<file path="src/rtl/exc_entry_seq.sv">
module exc_entry_seq #(
  parameter int XLEN     = 32,
  parameter int REFILL   = 2,
  parameter logic [XLEN-1:0] UND_VEC = 'h04,
  parameter logic [XLEN-1:0] SWI_VEC = 'h08,
  parameter logic [XLEN-1:0] IRQ_VEC = 'h18,
  parameter logic [XLEN-1:0] FIQ_VEC = 'h1C
) (
  input  logic            clk,
  input  logic            rst_n,
  input  logic            fiq_req,
  input  logic            irq_req,
  input  logic            swi_req,
  input  logic            und_req,
  input  logic [XLEN-1:0] pc_in,
  input  logic [XLEN-1:0] psr_in,
  output logic            taken,
  output logic            wake,
  output logic [4:0]      mode_out,
  output logic [XLEN-1:0] lr_out,
  output logic [XLEN-1:0] pc_out,
  output logic [XLEN-1:0] spsr_out,
  output logic [XLEN-1:0] psr_out
);
  localparam int CW = (REFILL < 1) ? 1 : $clog2(REFILL + 1);
  localparam logic [4:0] M_FIQ = 5'h11;
  localparam logic [4:0] M_IRQ = 5'h12;
  localparam logic [4:0] M_SVC = 5'h13;
  localparam logic [4:0] M_UND = 5'h1B;
  localparam int FBIT = 6;
  localparam int IBIT = 7;

  logic [CW-1:0] hold_cnt;
  logic busy, acc_f, acc_i, acc_s, acc_u, acc_any;
  logic [4:0] new_mode;
  logic [XLEN-1:0] new_vec, new_lr, new_psr;

  assign busy  = hold_cnt != '0;
  assign acc_f = fiq_req & ~psr_in[FBIT] & ~busy;
  assign acc_i = irq_req & ~psr_in[IBIT] & ~busy & ~acc_f;
  assign acc_s = swi_req & ~busy & ~acc_f & ~acc_i;
  assign acc_u = und_req & ~busy & ~acc_f & ~acc_i & ~acc_s;
  assign acc_any = acc_f | acc_i | acc_s | acc_u;

  assign new_mode = acc_f ? M_FIQ : acc_i ? M_IRQ : acc_s ? M_SVC : M_UND;
  assign new_vec  = acc_f ? FIQ_VEC : acc_i ? IRQ_VEC : acc_s ? SWI_VEC : UND_VEC;
  assign new_lr   = (acc_f | acc_i) ? pc_in : pc_in - XLEN'(4);

  always_comb begin
    new_psr = psr_in;
    new_psr[4:0] = new_mode;
    new_psr[IBIT] = 1'b1;
    if (acc_f) new_psr[FBIT] = 1'b1;
  end

  always_ff @(posedge clk) begin
    if (!rst_n) begin
      hold_cnt <= '0;
      taken    <= 1'b0;
      wake     <= 1'b0;
      mode_out <= '0;
      lr_out   <= '0;
      pc_out   <= '0;
      spsr_out <= '0;
      psr_out  <= '0;
    end else begin
      taken <= acc_any;
      wake  <= acc_f | acc_i;
      if (acc_any) begin
        hold_cnt <= CW'(REFILL);
        mode_out <= new_mode;
        lr_out   <= new_lr;
        pc_out   <= new_vec;
        spsr_out <= psr_in;
        psr_out  <= new_psr;
      end else if (busy) begin
        hold_cnt <= hold_cnt - 1'b1;
      end
    end
  end

  assert_fmask_R1: assert property (@(posedge clk) disable iff (!rst_n)
    (taken && mode_out == M_FIQ) |-> !$past(psr_in[FBIT]));
  assert_imask_R2: assert property (@(posedge clk) disable iff (!rst_n)
    (taken && mode_out == M_IRQ) |-> !$past(psr_in[IBIT]));
  assert_fiq_wins_R3: assert property (@(posedge clk) disable iff (!rst_n)
    (taken && mode_out != M_FIQ) |-> !($past(fiq_req) && !$past(psr_in[FBIT])));
  assert_swi_lr_R5: assert property (@(posedge clk) disable iff (!rst_n)
    (taken && mode_out == M_SVC) |-> lr_out == $past(pc_in) - XLEN'(4));
  assert_saved_R7: assert property (@(posedge clk) disable iff (!rst_n)
    taken |-> spsr_out == $past(psr_in));
  assert_mask_R8: assert property (@(posedge clk) disable iff (!rst_n)
    taken |-> (psr_out[IBIT] && psr_out[4:0] == mode_out));
  assert_wake_R9: assert property (@(posedge clk) disable iff (!rst_n)
    wake |-> (taken && (mode_out == M_FIQ || mode_out == M_IRQ)));
  assert_pulse_R10: assert property (@(posedge clk) disable iff (!rst_n)
    taken |=> !taken);
  assert_hold_R10: assert property (@(posedge clk) disable iff (!rst_n)
    !taken |-> $stable(pc_out) || $past(!rst_n));
endmodule

</file>
<file path="config.mk">
export PLATFORM = sky130hd
export DESIGN_NAME = exc_entry_seq
export DESIGN_NICKNAME = d
export VERILOG_FILES = /design/src/rtl/exc_entry_seq.sv
export SDC_FILE = /design/constraint.sdc
export NUM_CORES = 1
export LEC_CHECK = 0
export BUFFER_PORTS_ARGS = -buffer_cell sky130_fd_sc_hd__buf_2
export CAP_MARGIN = 20
export CORE_ASPECT_RATIO = 0.5
export CORE_MARGIN = 5
export CORE_UTILIZATION = 45
export CTS_BUF_LIST = sky130_fd_sc_hd__clkbuf_2
export DETAILED_ROUTE_END_ITERATION = 10
export GPL_TIMING_DRIVEN = 1
export MAX_ROUTING_LAYER = met4
export PLACE_DENSITY = 0.79
export SYNTH_ARGS = -nofsm -noshare
export SYNTH_HDL_FRONTEND = slang
export SYNTH_SLANG_ARGS = --single-unit
</file>
<file path="constraint.sdc">
create_clock -name clk -period 4.51 [get_ports clk]
set_input_delay 1.1275 -clock clk [delete_from_list [all_inputs] [get_ports clk]]
set_output_delay 1.1275 -clock clk [all_outputs]
set_load 0.05 [all_outputs]
</file>
==> run metrics <==
Hold-fix buffers, CTS=0; layout cells sized above 1=0.381; NumNets Final=603; Post-CTS Setup Bufs=0; Slew Limit Fails=0; Layout Utilization=0.570; Leak=between 2 and 2.5 nW; HP Start=pc_out[2]; post-CTS sizing=0; Max H-tree Level=3; FF-to-FF Start=hold_cnt[1]; Yosys warnings=0; skew final=between 0.008 and 0.009 ns; top_reg_cell synth=dfxtp_1; via density per instance=slightly above 5; Critical Path AT=~3.3 ns; final hold vios=0; Initial Util=0.473; Skew-Pair Late Insertion Delay=0.51 ns; sw frac=0.446; GRT Overall Usage=0.189; hold path depth=2; Tcrit/Tclk final=0.633; die area=just under 0.01 mm^2; grt total ovfl=0; Psw=around 0.82 mW; total power=roughly 1.8 mW; Post-Route WL=about 9500 um; Synth Instances=a little under 400; global placer's final weighted congestion=0.885; Setup TNS=0 ns; IO Count=205; first-pass GRT wire length=14,300 um; reg-to-reg endpoint=lr_out[25]; commonest non-fill, non-tap cells in the layout=173 x buf_2, 76 x dfxtp_1, 41 x nand2_1; Netlist cell types=47; minimum clock period=2.86 ns; post-synthesis area per instance=about 9 um^2; CTS Buf Count=9; CTS tree=built; Setup crit end kind=flip-flop; Final setup viols=0; commonest non-fill, non-tap cell in the layout=buf_2; maximum clock frequency=350 MHz; # rows=22; die width=~140 um; DRT iter0 DRCs=about 150; maximum fanout along the worst path=6; Clock Power Share=0.189; Layout fillers=between 700 and 800; antenna viol nets, final=0; post-synthesis async set-or-reset flop share=0; # clock sinks=between 70 and 80; IO buf count=~170; cells on worst reg2reg path=7; post-synthesis sequential area ratio=0.429; required time of the critical path=just under 5 ns; combinational power share=0.385; pwr dens=about 430 mW/mm^2; number of synthesized flops with an enable pin=0; worst hold path class=flip-flop to flip-flop; drt first pass iters=5; post-DP HPWL=approximately 7100 um; Worst-path clk slew=0.18 ns; Syn-to-layout area delta=20.3%; Netlist Area Pre-Place=0.00354 mm^2; vias after detailed routing=between 3k and 4k; initial antenna violation count=0; RSZ-0062 raised after global routing=no; Hold Path Sink=pc_out[2]; Worst VDD drop=0.175 mV; actual slew at the worst max-slew pin=0.978 ns; pin count of the biggest net entering global routing=47; clk root buf=clkbuf_2; internal power=between 1 and 1.5 mW; Startpoint Class=input port; Seq cells post-synth=76; vias in the first global route=slightly below 3k; max_slew headroom=0.343; r2r setup slk=around 2.1 ns; status=completed; WS Path Type=input port to flip-flop; Flop pwr share=0.427; wire length per cell=14.8 um; Antenna Cells=0; Core Footprint=roughly 0.0075 mm^2; Max Cap Violations=0; DIE HEIGHT=approximately 73 um; drc violations=0; Longest Clk Path Bufs=2
-- worst max-delay path by stage --
stage                     startpoint         end  slack (ns)  cells past startpoint
after floorplan             pc_in[8]  lr_out[27]        1.40                      5
after global placement      pc_in[8]  lr_out[27]        1.22                      6
after detailed placement    pc_in[8]  lr_out[25]        1.14                      6
after CTS                   pc_in[8]  lr_out[25]        1.74                      6
after global routing        pc_in[8]  lr_out[25]        1.67                      6
final                       pc_in[8]  lr_out[25]        1.65                      6
-- power groups by stage --
stage | logic (mW) | registers (mW) | clock network [mW]
after floorplan | 0.350 | 1.04 | 0
after global placement | 0.707 | 0.797 | 0
after detailed placement | 0.711 | 0.800 | 0
after CTS | 0.712 | 0.786 | 0.361
after global routing | 0.745 | 0.796 | 0.393
final | 0.708 | 0.785 | 0.347
-- stage by stage --
step	instances	area, um^2	setup slack (ns)	hold WS [ns]
2_1_floorplan	423	3660	1.40	0.436
3_3_place_gp	629	4170	1.22	0.430
3_5_place_dp	629	4170	1.14	0.438
4_1_cts	643	4260	1.74	0.472
5_1_grt	643	4260	1.67	0.491
6_report	643	4260	1.65	0.467
-- flip-flops by register name, summed over array words and instances, names as in the netlist --
register,count
mode_out,3
pc_out,3
hold_cnt,2
psr_out,2
taken,1
lr_out,32
spsr_out,32
wake,1
-- worst max-delay path, cell delays in order --
cell     delay [ns]
buf_2          0.12
or4_4          0.57
or4_4          0.46
nor4_2         0.51
a31oi_1        0.19
a221o_1        0.29
-- area by class of cell --
type	instances	area, um^2	share of cell area
flip-flops and latches	76	1520	0.357
clock inverters	3	40.0	0.00939
repair buffers	177	896	0.210
inverters	5	18.8	0.00440
multi-input cells	263	1600	0.375
clock buffers	11	55.1	0.0129
well taps	108	135	0.0317
-- Yosys cell counts, types with 2 or more instances --
| library cell | count | share of area |
|---|---|---|
| nor3b_1 | 3 | 0.0064 |
| xnor2_1 | 2 | 0.0049 |
| and3_1 | 2 | 0.0035 |
| or4_4 | 3 | 0.0095 |
| nand4_1 | 11 | 0.019 |
| nor4_2 | 2 | 0.0071 |
| inv_1 | 4 | 0.0042 |
| nand4b_1 | 2 | 0.0049 |
| nor2_1 | 28 | 0.030 |
| nand3_1 | 6 | 0.0085 |
| nand2_1 | 41 | 0.043 |
| nor4b_1 | 2 | 0.0049 |
| or4_1 | 3 | 0.0064 |
| nand2b_1 | 2 | 0.0035 |
| or2_2 | 2 | 0.0035 |
| nand3b_1 | 4 | 0.0085 |
| dfxtp_1 | 76 | 0.43 |
| buf_1 | 5 | 0.0053 |
| nor2b_1 | 2 | 0.0035 |
| and2_1 | 2 | 0.0035 |
| buf_4 | 61 | 0.13 |
| a221o_1 | 4 | 0.011 |
| a21oi_1 | 8 | 0.011 |
| or3_1 | 2 | 0.0035 |
| nor4_1 | 5 | 0.0088 |
| o21ai_0 | 22 | 0.031 |
| a31oi_1 | 7 | 0.012 |
| a22o_1 | 34 | 0.084 |
| nor3_1 | 2 | 0.0028 |
| clkbuf_1 | 13 | 0.014 |
| a21o_1 | 2 | 0.0042 |
| xor2_1 | 16 | 0.040 |
-- logic make-up after synthesis --
family / count (synthesis) / synth area share
AOI/OAI and AO/OA: 87 / 0.182
xor gates and xnor gates: 18 / 0.0445
adders and majority gates: 1 / 0.00353
buffers and inverters: 84 / 0.154
DFF: 76 / 0.429
other: 1 / 0.00106
and+or+nand+nor: 126 / 0.186
-- metal layers --
| metal | GRT usage | wire, um | part of all wire | vias to the layer above |
|---|---|---|---|---|
| li1 | - | - | - | 1589 |
| met1 | 0.226 | 4010 | 0.42 | 1484 |
| met2 | 0.308 | 4570 | 0.48 | 151 |
| met3 | 0.0572 | 801 | 0.084 | 14 |
| met4 | 0.0603 | 131 | 0.014 | 0 |
| met5 | - | 0 | 0 | - |
(Power assumes the default switching activity.)
